--- src/rtl/xlate_cache_pkg.sv ---
package xlate_cache_pkg;

  // What a fill request does to the entry array on the next edge.
  typedef enum logic [1:0] {
    FILL_IDLE   = 2'd0,
    FILL_UPDATE = 2'd1,
    FILL_FREE   = 2'd2,
    FILL_EVICT  = 2'd3
  } fill_kind_e;

endpackage

--- src/rtl/xc_first.sv ---
// Lowest-index selector over a request vector.
module xc_first #(
  parameter int N  = 8,
  parameter int IW = 3
) (
  input  logic [N-1:0]  req,
  output logic          found,
  output logic [IW-1:0] idx
);

  always_comb begin
    found = |req;
    idx   = '0;
    for (int i = N - 1; i >= 0; i--) begin
      if (req[i]) idx = IW'(i);
    end
  end

endmodule

--- src/rtl/xc_slot.sv ---
// One buffer entry: valid flag, key and payload, with two comparators.
module xc_slot #(
  parameter int KEY_W = 6,
  parameter int PAY_W = 5
) (
  input  logic             clk,
  input  logic             rst_n,
  input  logic             clr,
  input  logic             we,
  input  logic [KEY_W-1:0] wkey,
  input  logic [PAY_W-1:0] wpay,
  input  logic [KEY_W-1:0] lkey,
  input  logic [KEY_W-1:0] ckey,
  output logic             vld,
  output logic             lk_eq,
  output logic             ck_eq,
  output logic [PAY_W-1:0] pay
);

  logic             vld_q, vld_d;
  logic [KEY_W-1:0] key_q, key_d;
  logic [PAY_W-1:0] pay_q, pay_d;
  logic             load;

  assign load = clr | we;

  always_comb begin
    vld_d = vld_q;
    key_d = key_q;
    pay_d = pay_q;
    if (clr) begin
      vld_d = 1'b0;
    end else if (we) begin
      vld_d = 1'b1;
      key_d = wkey;
      pay_d = wpay;
    end
  end

  always_ff @(posedge clk or negedge rst_n) begin
    if (!rst_n) begin
      vld_q <= 1'b0;
      key_q <= '0;
      pay_q <= '0;
    end else if (load) begin
      vld_q <= vld_d;
      key_q <= key_d;
      pay_q <= pay_d;
    end
  end

  assign vld   = vld_q;
  assign lk_eq = vld_q && (key_q == lkey);
  assign ck_eq = vld_q && (key_q == ckey);
  assign pay   = pay_q;

endmodule

--- src/rtl/xc_rr.sv ---
// Rotating victim pointer used once the buffer is full.
module xc_rr #(
  parameter int N  = 8,
  parameter int IW = 3
) (
  input  logic          clk,
  input  logic          rst_n,
  input  logic          clr,
  input  logic          step,
  output logic [IW-1:0] ptr
);

  localparam logic [IW-1:0] LAST = IW'(N - 1);

  logic [IW-1:0] ptr_q, ptr_d;
  logic          en;

  assign en = clr | step;

  always_comb begin
    ptr_d = ptr_q;
    if (clr)                ptr_d = '0;
    else if (step) begin
      if (ptr_q == LAST)    ptr_d = '0;
      else                  ptr_d = ptr_q + 1'b1;
    end
  end

  always_ff @(posedge clk or negedge rst_n) begin
    if (!rst_n)  ptr_q <= '0;
    else if (en) ptr_q <= ptr_d;
  end

  assign ptr = ptr_q;

endmodule

--- src/rtl/xlate_cache.sv ---
module xlate_cache
  import xlate_cache_pkg::*;
#(
  parameter int SEG_W   = 3,
  parameter int PAGE_W  = 3,
  parameter int FRAME_W = 3,
  parameter int DEPTH   = 8
) (
  input  logic               clk,
  input  logic               rst_n,
  input  logic [SEG_W-1:0]   lk_seg,
  input  logic [PAGE_W-1:0]  lk_page,
  output logic               lk_hit,
  output logic [FRAME_W-1:0] lk_frame,
  output logic               lk_rd,
  output logic               lk_wr,
  input  logic               fill_en,
  input  logic [SEG_W-1:0]   fill_seg,
  input  logic [PAGE_W-1:0]  fill_page,
  input  logic [FRAME_W-1:0] fill_frame,
  input  logic               fill_rd,
  input  logic               fill_wr,
  input  logic               flush
);

  localparam int KEY_W = SEG_W + PAGE_W;
  localparam int PAY_W = FRAME_W + 2;
  localparam int IW    = (DEPTH > 1) ? $clog2(DEPTH) : 1;

  logic [KEY_W-1:0] lk_key_w, fill_key_w;
  logic [PAY_W-1:0] fill_pay;
  logic [DEPTH-1:0] vld_vec, lk_match, fill_match, wsel;
  logic [PAY_W-1:0] pay_arr [DEPTH];

  logic             upd_any, free_any;
  logic [IW-1:0]    upd_idx, free_idx, lk_idx, rr_ptr, wr_idx;
  fill_kind_e       kind;
  logic [PAY_W-1:0] lk_pay;

  assign lk_key_w   = {lk_seg, lk_page};
  assign fill_key_w = {fill_seg, fill_page};
  assign fill_pay   = {fill_rd, fill_wr, fill_frame};

  for (genvar g = 0; g < DEPTH; g++) begin : g_slot
    xc_slot #(.KEY_W(KEY_W), .PAY_W(PAY_W)) u_slot (
      .clk   (clk),
      .rst_n (rst_n),
      .clr   (flush),
      .we    (wsel[g]),
      .wkey  (fill_key_w),
      .wpay  (fill_pay),
      .lkey  (lk_key_w),
      .ckey  (fill_key_w),
      .vld   (vld_vec[g]),
      .lk_eq (lk_match[g]),
      .ck_eq (fill_match[g]),
      .pay   (pay_arr[g])
    );
  end

  xc_first #(.N(DEPTH), .IW(IW)) u_upd_sel (
    .req (fill_match), .found (upd_any), .idx (upd_idx)
  );

  xc_first #(.N(DEPTH), .IW(IW)) u_free_sel (
    .req (~vld_vec), .found (free_any), .idx (free_idx)
  );

  xc_first #(.N(DEPTH), .IW(IW)) u_lk_sel (
    .req (lk_match), .found (lk_hit), .idx (lk_idx)
  );

  xc_rr #(.N(DEPTH), .IW(IW)) u_rr (
    .clk   (clk),
    .rst_n (rst_n),
    .clr   (flush),
    .step  (kind == FILL_EVICT),
    .ptr   (rr_ptr)
  );

  // Fill decision: flush first, then in-place update, then free slot, then victim.
  always_comb begin
    kind   = FILL_IDLE;
    wr_idx = '0;
    if (fill_en && !flush) begin
      if (upd_any) begin
        kind   = FILL_UPDATE;
        wr_idx = upd_idx;
      end else if (free_any) begin
        kind   = FILL_FREE;
        wr_idx = free_idx;
      end else begin
        kind   = FILL_EVICT;
        wr_idx = rr_ptr;
      end
    end
  end

  always_comb begin
    for (int i = 0; i < DEPTH; i++) begin
      wsel[i] = (kind != FILL_IDLE) && (wr_idx == IW'(i));
    end
  end

  assign lk_pay   = lk_hit ? pay_arr[lk_idx] : '0;
  assign lk_rd    = lk_pay[PAY_W-1];
  assign lk_wr    = lk_pay[PAY_W-2];
  assign lk_frame = lk_pay[FRAME_W-1:0];

endmodule

--- config.mk ---
export PLATFORM = sky130hd
export DESIGN_NAME = xlate_cache
export DESIGN_NICKNAME = d
export VERILOG_FILES = /design/src/rtl/xlate_cache_pkg.sv /design/src/rtl/xc_first.sv /design/src/rtl/xc_slot.sv /design/src/rtl/xc_rr.sv /design/src/rtl/xlate_cache.sv
export SDC_FILE = /design/constraint.sdc
export NUM_CORES = 1
export LEC_CHECK = 0
export BUFFER_PORTS_ARGS = -buffer_cell sky130_fd_sc_hd__buf_2
export CAP_MARGIN = 30
export CORE_ASPECT_RATIO = 1.1
export CORE_MARGIN = 2
export CORE_UTILIZATION = 45
export DETAILED_ROUTE_END_ITERATION = 12
export GPL_ROUTABILITY_DRIVEN = 0
export PLACE_DENSITY = 0.74
export SLEW_MARGIN = 5
export SYNTH_ARGS = -nofsm -noshare
export SYNTH_HDL_FRONTEND = slang
export SYNTH_SLANG_ARGS = --single-unit
--- constraint.sdc ---
create_clock -name clk -period 2.4 [get_ports clk]
set_input_delay 0.24 -clock clk [delete_from_list [all_inputs] [get_ports clk]]
set_output_delay 0.24 -clock clk [all_outputs]
set_load 0.01 [all_outputs]
==> impl_metrics.tcl, run 1 <==
set metrics [dict create \
    rsz0062_at_grt "yes" \
    cts_buffers 9 \
    place_inst 711 \
    seq_power_share 0.437 \
    initial_core_util 0.457 \
    num_vias 4457 \
    arrival_ns 3.03 \
    ys_dominant_reg_cell "dfrtp_1" \
    fin_worst_skew_ns 0.00884 \
    p_sw_frac 0.284 \
    grt_overflow 0 \
    clk_pin_slew_ns 0.07 \
    hpwl_um 10700 \
    synth_common_cells "dfrtp_1, xnor2_1, xor2_1" \
    io_buffers 26 \
    postPlaceCellArea_um2 6740 \
    synth-async-reset-ratio 1.00 \
    clock-sinks 99 \
    yosysSeqAreaShare 0.433 \
    syn_area_per_cell_um2 12.3 \
    yosysTopAreaCell "dfrtp_1" \
    synth.distinct_cells 47 \
    max_slew.worst_pin.slew_ns 0.554 \
    wl_um 18200 \
    grt_max_degree 62 \
    grt_pass1_vias 4801 \
    rows 43 \
    setup_violations 102 \
    netlist_area_um2 5720 \
    design.core.area_um2 12500 \
    wire_per_inst_um 24.1 \
    synth.most_common_cell "dfrtp_1" \
    violations "negative setup slack" \
    path_class "reg -> out" \
    drive_gt1_frac 0.523 \
    netlist_instances 467 \
    antenna_found_initial 0 \
    dr.first_iter.drc_count 323 \
    maxCapViolCount 0 \
    nets 618 \
    h-tree-depth 3 \
    cts_root_buffer "clkbuf_16" \
    setup_ws_ns -0.873 \
    worst_ir_drop_vdd_v 0.000679 \
    finalHoldViolCount 0 \
    max_slew_margin 0.630 \
    synth-edff-count 0 \
    clock_latency_ns 0.36 \
    antenna_cells 0 \
    period_minus_slack_ns 3.27 \
    synth_warnings 0 \
    hp-class "in -> reg" \
    grt_pass1_wl_um 27100 \
    required_ns 2.16 \
    vias_per_cell 5.89 \
    tns_ns -55.66 \
    first_pass_iters 4 \
    crit_fanout 5 \
    io_pins 27 \
    die_w_um 112 \
    die_area_um2 13600 \
    p_int_mw 3.46 \
    finalNonFillerCells 757 \
    outcome "finished, violations left" \
    combPwrFrac 0.236 \
    stdcell_area_um2 8020 \
    final_util 0.640 \
    cts_tree "yes" \
    synth_area_leaders "dfrtp_1, xnor2_1, mux2_1" \
    dieHeight_um 122 \
    ys_seq_elements 99 \
    period_share 1.36 \
    endpoint_kind "primary output" \
    pwr-share-clk 0.327 \
    postRouteAntennaNets 0 \
    p_sw_mw 1.37 \
    slew_violations 0 \
    remaining_drc_errors 0 \
    syn-num-nets 490 \
    grtUsageTotal 0.266 \
    powerDensity_nw_per_um2 602 \
    fmax_mhz 306 \
    clockBufferDepth 2 \
    yosys.area.top_type_share 0.433 \
    p_leak_nw 3.69 \
    area_growth_pct 40.2 \
    start_kind "flip-flop" \
    power_mw 4.83 \
]
-- per-layer routing --
layer  up-vias  track usage  part of all wire
met5         -            0                 0
met4         0        0.135             0.043
met3        65       0.0617             0.062
met2       195        0.448              0.50
met1      2284        0.323              0.40
li1       1913            -                 -
-- power by group through the flow --
stage               clock network [mW]  registers [mW]  logic [mW]
floorplan                            0            2.06       0.576
global placement                     0            2.10       0.807
detailed placement                   0            2.11       0.838
CTS                               1.60            2.09        1.07
global route                      1.67            2.13        1.21
finish                            1.58            2.11        1.14
-- metrics by stage --
stage          hold WS (ns)  setup slack [ns]
2_1_floorplan       -0.0556           0.00301
3_3_place_gp          0.251            -0.417
6_report              0.164            -0.873
4_1_cts               0.133            -0.692
5_1_grt               0.167             -1.04
3_5_place_dp          0.263            -0.423
-- critical path, stage by stage, from the launching register on --
cell       delay [ns]
dfrtp_2          0.45
xnor2_2          0.25
nand4_1          0.20
nor4_4           0.28
buf_4            0.17
o211ai_1         0.12
a21oi_4          0.27
clkbuf_16        0.21
mux2i_1          0.21
o22ai_1          0.11
or2_4            0.28
buf_6            0.12
-- kinds of logic after synthesis --
logic type | count (synthesis) | share of synthesized area
compound gates | 41 | 0.0533
fa+ha+maj | 2 | 0.00437
mux | 108 | 0.226
simple gates | 83 | 0.0962
flops | 99 | 0.433
xor+xnor | 96 | 0.147
buf+inv | 38 | 0.0407
-- final timing paths --
check                      slack [ns]  cells after the start                                     to                             startpoint
max in group asynchronous        1.26                      3    g_slot[6].u_slot.pay[3]$_DFFE_PN0P_                                  rst_n
min in group asynchronous        0.40                      2  g_slot[6].u_slot.key_q[2]$_DFFE_PN0P_                                  rst_n
setup reg to reg                -0.63                     13    g_slot[5].u_slot.pay[2]$_DFFE_PN0P_  g_slot[6].u_slot.key_q[5]$_DFFE_PN0P_
setup / recovery                -0.87                     11                                  lk_rd  g_slot[7].u_slot.key_q[3]$_DFFE_PN0P_
hold / removal                   0.16                      2       g_slot[1].u_slot.vld$_DFFE_PN0P_                                  flush
hold reg to reg                  0.51                      1    g_slot[4].u_slot.pay[3]$_DFFE_PN0P_    g_slot[4].u_slot.pay[3]$_DFFE_PN0P_
-- repair_timing --
action / CTS / global route
buffers inserted: 18 / 10
endpoints found under the hold margin: 38 / 0
hold buffers: 1 / 0
pin swaps: 20 / 20
gates resized for setup: 108 / 54
setup endpoints to repair: 99 / 103
gates cloned: 8 / 2
-- area by class of cell --
type / count / area (um^2)
multi-input cells: 330 / 3580
well taps: 157 / 196
fillers: 890 / 4510
clock buffers: 10 / 229
repair buffers: 145 / 1410
clock inverters: 6 / 88.8
inverters: 10 / 37.5
flip-flops and latches: 99 / 2480
-- registers in the layout (all words and copies together) (netlist names) --
register	count
g_slot.u_slot.key_q	48
u_rr.ptr	3
g_slot.u_slot.pay	40
g_slot.u_slot.vld	8
-- layout by cell type (no fill, tap or decap), drive strengths merged, types with 8 or more instances in the layout --
master / count
buf: 139
clkbuf: 15
dfrtp: 99
inv: 11
mux2: 88
mux2i: 20
nand2: 13
nand4: 18
nor3: 8
nor4: 16
o21ai: 10
o22ai: 10
xnor2: 52
xor2: 44
Power figures use the tool's default switching activity.
==> inputs of run 2 (changes only) <==
--- a/config.mk
+++ b/config.mk
@@ -12,7 +12,7 @@
 export CORE_UTILIZATION = 45
 export DETAILED_ROUTE_END_ITERATION = 12
 export GPL_ROUTABILITY_DRIVEN = 0
-export PLACE_DENSITY = 0.74
+export PLACE_DENSITY = 0.71
 export SLEW_MARGIN = 5
 export SYNTH_ARGS = -nofsm -noshare
 export SYNTH_HDL_FRONTEND = slang
==> constraint.sdc (replaced) <==
create_clock -name clk -period 4.05 [get_ports clk]
set_input_delay 0.405 -clock clk [delete_from_list [all_inputs] [get_ports clk]]
set_output_delay 0.405 -clock clk [all_outputs]
set_load 0.01 [all_outputs]
==> impl_metrics.tcl, run 2 (synthesis results as in run 1) <==
set metrics [dict create \
    antenna_found_initial 0 \
    h-tree-depth 3 \
    wire_per_inst_um 19.8 \
    layout_commonest_cell "dfrtp_1" \
    cts_tree "yes" \
    clockBufferDepth 2 \
    setup_violations 0 \
    clock_latency_ns 0.34 \
    ff2ff_path_depth 9 \
    cts_resized 0 \
    slew_violations 0 \
    grt.busiest_layer "met2" \
    dr.first_iter.drc_count 158 \
    power_mw 2.58 \
    largest_reg_flops 48 \
    clk_pin_slew_ns 0.07 \
    crit_path_top_delay_cell "nor4_1" \
    grt_pass1_wl_um 21100 \
    drive_gt1_frac 0.248 \
    dieHeight_um 122 \
    postCtsSetupBuffers 0 \
    grt_use_met2 0.331 \
    maxCapViolCount 0 \
    clock-sinks 99 \
    finalHoldViolCount 0 \
    design.core.area_um2 12500 \
    io_pins 27 \
    grt_pass1_vias 3865 \
    initial_core_util 0.457 \
    antenna_cells 0 \
    grt_max_degree 64 \
    period_share 0.861 \
    cts_root_buffer "clkbuf_16" \
    cts_buffers 9 \
    first_pass_iters 4 \
    fmax_mhz 287 \
    p_leak_nw 2.80 \
    path_class "reg -> out" \
    worst_ir_drop_vdd_v 0.000401 \
    rows 43 \
    ff2ff_setup_slack_ns 1.01 \
    wl_um 12800 \
    cp_top_family "simple AND/OR/NAND/NOR gates" \
    endpoint_kind "primary output" \
    area_growth_pct 9.03 \
    remaining_drc_errors 0 \
    nets 506 \
    required_ns 3.64 \
    tns_ns 0 \
    die_w_um 112 \
    outcome "completed" \
    rsz0062_at_grt "no" \
    hp-class "in -> async" \
    start_kind "flip-flop" \
    crit_cells 10 \
    crit_buf_inv 2 \
    hpwl_um 8830 \
    fill_cells 1071 \
    ctsHoldBuffers 0 \
    rr_startpoint "g_slot[2].u_slot.key_q[5]$_DFFE_PN0P_" \
    grt_util_met3 0.0430 \
    postRouteAntennaNets 0 \
    num_vias 3652 \
    fin_worst_skew_ns 0.00792 \
    gr-usage-met1 0.262 \
    cpPeakStageDelay_ns 0.46 \
    worstPathCellList "xnor2_1, nand4_1, nor4_1, o211ai_1, a21oi_2, buf_4, mux2i_1, o22ai_1, or2_2, buf_2" \
    max_slew_margin 0.454 \
    arrival_ns 3.08 \
    top_register "g_slot.u_slot.key_q" \
    grtUsageTotal 0.200 \
    vias_per_cell 5.66 \
    period_minus_slack_ns 3.49 \
    powerDensity_nw_per_um2 413 \
    max_slew.worst_pin.slew_ns 0.810 \
    rr_endpoint "g_slot[3].u_slot.pay[1]$_DFFE_PN0P_" \
    die_area_um2 13600 \
    crit_fanout 20 \
    final_cell_mix "dfrtp_1, xnor2_1, xor2_1" \
    grt_overflow 0 \
    io_buffers 26 \
]
[run 2: cell types whose count changed in the layout (fill, tap and decap cells not counted), moves of 7 or more]
cell     delta
xnor2_1     +8
buf_12     -11
buf_6      -18
nor4_1      +8
mux2_2     +19
xnor2_2     -7
buf_4      -77
mux2_4     -59
or2_4       -7
mux2_1     +40
[run 2: worst max-delay path by stage]
| stage | end | from |
|---|---|---|
| 4_1_cts | lk_frame[1] | g_slot[6].u_slot.key_q[2]$_DFFE_PN0P_ |
| 3_5_place_dp | g_slot[3].u_slot.pay[1]$_DFFE_PN0P_ | fill_seg[2] |
| 2_1_floorplan | lk_wr | lk_seg[2] |
| 6_report | lk_frame[1] | g_slot[6].u_slot.key_q[2]$_DFFE_PN0P_ |
| 3_3_place_gp | lk_frame[1] | lk_page[1] |
| 5_1_grt | lk_frame[1] | g_slot[6].u_slot.key_q[2]$_DFFE_PN0P_ |
[run 2: per-layer routing]
metal / up-vias / wire [um]
li1: 1672 / -
met1: 1863 / 5720
met2: 99 / 6210
met3: 18 / 666
met4: 0 / 199
met5: - / 0
[run 2: metrics by stage]
| step | instances | setup WS (ns) | util | instance area, um^2 | hold WS (ns) |
|---|---|---|---|---|---|
| after global routing | 645 | 0.292 | 0.498 | 6240 | 0.231 |
| final | 645 | 0.564 | 0.498 | 6240 | 0.157 |
| after detailed placement | 629 | 0.619 | 0.472 | 5910 | 0.479 |
| after global placement | 629 | 0.727 | 0.472 | 5910 | 0.471 |
| after floorplan | 467 | 1.18 | - | 5720 | 0.109 |
| after CTS | 645 | 0.527 | 0.498 | 6240 | 0.188 |
[run 2: cell type report]
type / instances / area, um^2 / share of cell area
inverters: 10 / 37.5 / 0.00601
clock buffers: 12 / 246 / 0.0395
clock inverters: 4 / 80.1 / 0.0128
multi-input cells: 330 / 3020 / 0.484
well taps: 157 / 196 / 0.0315
repair buffers: 33 / 185 / 0.0297
flip-flops and latches: 99 / 2480 / 0.397
[run 2: power breakdown]
group / internal, mW / switching, mW / total, mW
clock: 0.566 / 0.373 / 0.939
combinational: 0.213 / 0.192 / 0.405
sequential: 1.12 / 0.117 / 1.23
total: 1.90 / 0.682 / 2.58
